`src/rtl/jspi_pkg.sv`:
```
package jspi_pkg;
  typedef enum logic [1:0] {
    ST_SEARCH,
    ST_LEN,
    ST_XFER,
    ST_DONE
  } jspi_st_e;
endpackage

```
`src/rtl/jspi_frame.sv`:
```
module jspi_frame
  import jspi_pkg::*;
#(
  parameter int LEN_W = 32
) (
  input  logic     tck_i,
  input  logic     rst_ni,
  input  logic     active_i,
  input  logic     tdi_i,
  output jspi_st_e state_o
);
  localparam int CNT_W = $clog2(LEN_W);

  jspi_st_e         state_q;
  logic [LEN_W-1:0] len_q;
  logic [CNT_W-1:0] cnt_q;
  logic [LEN_W-1:0] len_nxt;

  assign len_nxt = {len_q[LEN_W-2:0], tdi_i};

  // len_q holds the header while shifting, then the remaining cycle count
  always_ff @(posedge tck_i or negedge rst_ni) begin
    if (!rst_ni) begin
      state_q <= ST_SEARCH;
      len_q   <= '0;
      cnt_q   <= '0;
    end else if (!active_i) begin
      state_q <= ST_SEARCH;
      cnt_q   <= '0;
    end else begin
      unique case (state_q)
        ST_SEARCH: begin
          if (tdi_i) begin
            state_q <= ST_LEN;
            len_q   <= '0;
            cnt_q   <= '0;
          end
        end
        ST_LEN: begin
          len_q <= len_nxt;
          cnt_q <= cnt_q + 1'b1;
          if (cnt_q == CNT_W'(LEN_W - 1)) begin
            state_q <= (len_nxt == '0) ? ST_DONE : ST_XFER;
          end
        end
        ST_XFER: begin
          len_q <= len_q - 1'b1;
          if (len_q == LEN_W'(1)) state_q <= ST_DONE;
        end
        default: state_q <= ST_DONE;
      endcase
    end
  end

  assign state_o = state_q;
endmodule

```
`src/rtl/jspi_gate.sv`:
```
module jspi_gate (
  input  logic tck_i,
  input  logic rst_ni,
  input  logic active_i,
  input  logic xfer_i,
  output logic en_o,
  output logic sclk_o,
  output logic cs_no
);
  logic en_q;

  // enable moves only while TCK is low, so the gated clock has no runt pulse
  always_ff @(negedge tck_i or negedge rst_ni) begin
    if (!rst_ni) en_q <= 1'b0;
    else         en_q <= xfer_i;
  end

  assign en_o   = en_q;
  assign sclk_o = tck_i & en_q & active_i;
  assign cs_no  = ~(en_q & active_i);
endmodule

```
`src/rtl/jspi_dr.sv`:
```
module jspi_dr (
  input  logic tck_i,
  input  logic rst_ni,
  input  logic active_i,
  input  logic en_i,
  input  logic tdi_i,
  input  logic miso_i,
  output logic tdo_o
);
  logic dr_q;
  logic tdo_q;

  always_ff @(posedge tck_i or negedge rst_ni) begin
    if (!rst_ni)       dr_q <= 1'b0;
    else if (active_i) dr_q <= en_i ? miso_i : tdi_i;
  end

  always_ff @(negedge tck_i or negedge rst_ni) begin
    if (!rst_ni) tdo_q <= 1'b0;
    else         tdo_q <= dr_q;
  end

  assign tdo_o = tdo_q;
endmodule

```
`src/rtl/jspi_bridge.sv`:
```
module jspi_bridge
  import jspi_pkg::*;
#(
  parameter int LEN_W = 32
) (
  input  logic tck_i,
  input  logic rst_ni,
  input  logic sel_i,
  input  logic shift_i,
  input  logic tdi_i,
  input  logic miso_i,
  output logic tdo_o,
  output logic sclk_o,
  output logic mosi_o,
  output logic cs_no
);
  logic     active;
  logic     xfer;
  logic     en;
  jspi_st_e state;

  assign active = sel_i & shift_i;
  assign xfer   = (state == ST_XFER);
  assign mosi_o = tdi_i;

  jspi_frame #(.LEN_W(LEN_W)) i_frame (
    .tck_i   (tck_i),
    .rst_ni  (rst_ni),
    .active_i(active),
    .tdi_i   (tdi_i),
    .state_o (state)
  );

  jspi_gate i_gate (
    .tck_i   (tck_i),
    .rst_ni  (rst_ni),
    .active_i(active),
    .xfer_i  (xfer),
    .en_o    (en),
    .sclk_o  (sclk_o),
    .cs_no   (cs_no)
  );

  jspi_dr i_dr (
    .tck_i   (tck_i),
    .rst_ni  (rst_ni),
    .active_i(active),
    .en_i    (en),
    .tdi_i   (tdi_i),
    .miso_i  (miso_i),
    .tdo_o   (tdo_o)
  );
endmodule

```
`config.mk`:
```
export PLATFORM = sky130hd
export DESIGN_NAME = jspi_bridge
export DESIGN_NICKNAME = d
export VERILOG_FILES = /design/src/rtl/jspi_pkg.sv /design/src/rtl/jspi_frame.sv /design/src/rtl/jspi_gate.sv /design/src/rtl/jspi_dr.sv /design/src/rtl/jspi_bridge.sv
export SDC_FILE = /design/constraint.sdc
export NUM_CORES = 1
export LEC_CHECK = 0
export BUFFER_PORTS_ARGS = -buffer_cell sky130_fd_sc_hd__buf_2
export CAP_MARGIN = 20
export CORE_ASPECT_RATIO = 1.4
export CORE_UTILIZATION = 65
export DETAILED_ROUTE_END_ITERATION = 8
export PLACE_DENSITY = 0.84
export SETUP_SLACK_MARGIN = 0.2
export SYNTH_ARGS = -nofsm -noshare
export SYNTH_HDL_FRONTEND = slang
export SYNTH_SLANG_ARGS = --single-unit
export TNS_END_PERCENT = 1
```
`constraint.sdc`:
```
create_clock -name tck_i -period 4.3 [get_ports tck_i]
set_clock_uncertainty 0.05 [all_clocks]
set_input_delay 0.645 -clock tck_i [delete_from_list [all_inputs] [get_ports tck_i]]
set_output_delay 0.645 -clock tck_i [all_outputs]
set_load 0.005 [all_outputs]
```
==> qor.yml <==
swShare_pct: 27.6
synth_edf_count: 0
setup_viol: 0
worstSetupStartpointType: "flop"
routedWlPerCell_um: 18.5
crit_path_max_fanout: 2
avgSynthCellArea_um2: 8.50
fin_tns_setup_ns: 0
cts-resized-gates: 0
max_slew_margin_pct: 42.3
nNetsFinal: 332
syn-num-nets: 332
async_reset_ff_share_pct: 100
final_common_cell: "dfrtp_1"
finalWirelength_um: 6680
gp_congestion: 0.856
synth_area_leaders: "dfrtp_1, o21ai_0, nand2_1"
ff2ff_path_depth: 2
drive_gt1_share_pct: 10.3
switchingPower_mw: 0.237
synth_xor_area_share_pct: 0
synth_top_cell_by_area: "dfrtp_1"
firstDrtPassIters: 6
ir_drop_uv: 346
mostFrequentLayoutCells: "dfrtp_1, o21ai_0, nand2_1, nor2_1, a21oi_1"
rsz0062_at_grt: "false"
seq_power_share_pct: 47.4
grt_pass1_wl_um: 11400
place_hpwl_um: 4710
grt-ovfl-total: 0
p_int_mw: 0.621
netlist_area_mm2: 0.00270
cts_hold_buf: 0
endpoint_kind: "primary output"
die_h_um: 78.3
synth_seq_cells: 42
hold_viol_final: 0
pwr-share-comb_pct: 13.3
die_w_um: 56.5
power_density_mw_per_mm2: 300
area_growth_pct: 5.97
initial_utilization_pct: 68.4
synth_simple_gate_area_share_pct: 24.5
hp-class: "input port to asynchronous set/reset pin"
drt_iter0_drc: 178
outcome: "finished, final reports clean"
ant_nets: 0
arrival_ns: 3.18
p_clk_share_pct: 39.3
cts_tree: "built"
ys_warn_count: 0
h-tree-depth: 2
yosys.cell_types.count: 51
cts_max_path_buffers: 2
grt_max_degree: 31
fp.coreArea_mm2: 0.00395
postLayoutCoreUtil_pct: 72.5
crit_required_ns: 3.61
cts_buffers: 5
grt_pass1_vias: 2460
cts-root-buf: "clkbuf_8"
vias_per_cell: 7.01
yosys.area_share.adder_pct: 3.70
io_buffers: 9
clk_pin_slew_worst_paths_ns: 0.08
worstSetupPathType: "flop to primary output"
p_leak_nw: 1.24
finalMaxSlewViolations: 0
antenna_found_initial: 0
ys_seq_area_share_pct: 38.9
die_area_mm2: 0.00442
synth_top_area_share_pct: 37.0
worst_pin_slew_ns: 0.864
rows: 27
track_usage_pct: 33.0
syn_inst: 318
num_vias: 2539
num_antenna_cells: 0
muxShareOfSynthArea_pct: 0.370
max-cap-violations: 0
clock_latency_ns: 0.30
synth_top_family_by_area: "compound AO/OA/AOI/OAI gates"
synth_compound_area_share_pct: 27.2
ios: 10
post_cts_buffers: 0
drc_errors: 0
synth_flop_cell: "dfrtp_1"
[logic make-up after synthesis]
kind of cell | Yosys count
adder cells (fa/ha/maj) | 8
flip-flops | 42
AND/OR/NAND/NOR | 118
AO/OA/AOI/OAI | 114
buffers and inverters | 35
multiplexers | 1
[metal layers]
layer	wire length [um]	track usage, %
met5	0	0
met3	361	5.44
met2	3470	56.6
met1	2680	39.0
met4	167	17.3
[critical path, cell delays in order (launching register included)]
cell     delay [ns]
dfrtn_1        0.44
nand3_1        0.10
nor2_1         0.08
buf_2          0.11
[power groups by stage]
stage | registers [mW] | logic (mW) | clock network [mW]
4_1_cts | 0.407 | 0.113 | 0.339
3_3_place_gp | 0.415 | 0.110 | 0.00358
2_1_floorplan | 0.414 | 0.0793 | 0.00352
6_report | 0.407 | 0.114 | 0.337
3_5_place_dp | 0.415 | 0.112 | 0.00358
5_1_grt | 0.408 | 0.127 | 0.354
[flip-flops by register name (all words and copies together) (netlist names)]
signal / cells
i_dr.tdo_o: 1
i_dr.dr_q: 1
i_gate.en_o: 1
i_frame.state_o: 2
i_frame.len_q: 32
i_frame.cnt_q: 5
[cells in the mapped netlist (2+ instances only)]
cell / number
o311ai_1: 4
o22ai_1: 6
o21ai_0: 38
buf_4: 2
o31a_1: 3
o311ai_0: 3
nand2_1: 28
a31oi_1: 7
clkbuf_1: 12
nor2b_1: 2
ha_1: 8
and2_1: 4
o21ai_1: 4
inv_1: 15
a32o_1: 2
nand3_1: 13
a22oi_1: 8
dfrtn_1: 2
nand4_1: 5
nor4_2: 4
or3_1: 5
nor2_1: 20
buf_2: 5
nand2b_1: 2
and3_1: 7
or4_1: 2
a21oi_1: 16
a32oi_1: 8
a22o_1: 2
o211ai_1: 5
dfrtp_1: 40
nor3_1: 10
nor4_1: 5
nor3_2: 2
o2bb2ai_1: 3
[final timing paths]
kind,slack [ns],endpoint,startpoint
hold reg to reg,0.45,i_dr.dr_q$_DFFE_PN0P_,i_dr.dr_q$_DFFE_PN0P_
min in group tck_i,0.45,i_dr.dr_q$_DFFE_PN0P_,i_dr.dr_q$_DFFE_PN0P_
max in group asynchronous,1.73,i_gate.en_o$_DFF_NN0_,rst_ni
setup / recovery,0.42,sclk_o,i_gate.en_o$_DFF_NN0_
hold / removal,0.17,i_frame.state_o[0]$_DFFE_PN0P_,rst_ni
setup reg to reg,1.06,i_gate.en_o$_DFF_NN0_,i_frame.state_o[0]$_DFFE_PN0P_
[area by class of cell]
type / instances / area (um^2)
Multi-Input combinational cell: 241 / 1510
Fill cell: 306 / 1090
Sequential cell: 42 / 1050
Clock buffer: 8 / 124
Timing Repair Buffer: 11 / 62.6
Inverter: 15 / 56.3
Tap cell: 43 / 53.8
Clock inverter: 2 / 10.0
[metrics by stage]
step	area [um^2]	instances	hold WS (ns)	total power [mW]	setup slack, ns
2_1_floorplan	2700	318	0.299	0.497	0.823
3_3_place_gp	2740	354	0.410	0.528	0.778
3_5_place_dp	2740	354	0.437	0.531	0.759
4_1_cts	2860	362	0.170	0.859	0.409
5_1_grt	2860	362	0.187	0.889	0.330
6_report	2860	362	0.172	0.859	0.425
Power figures use the tool's default switching activity.
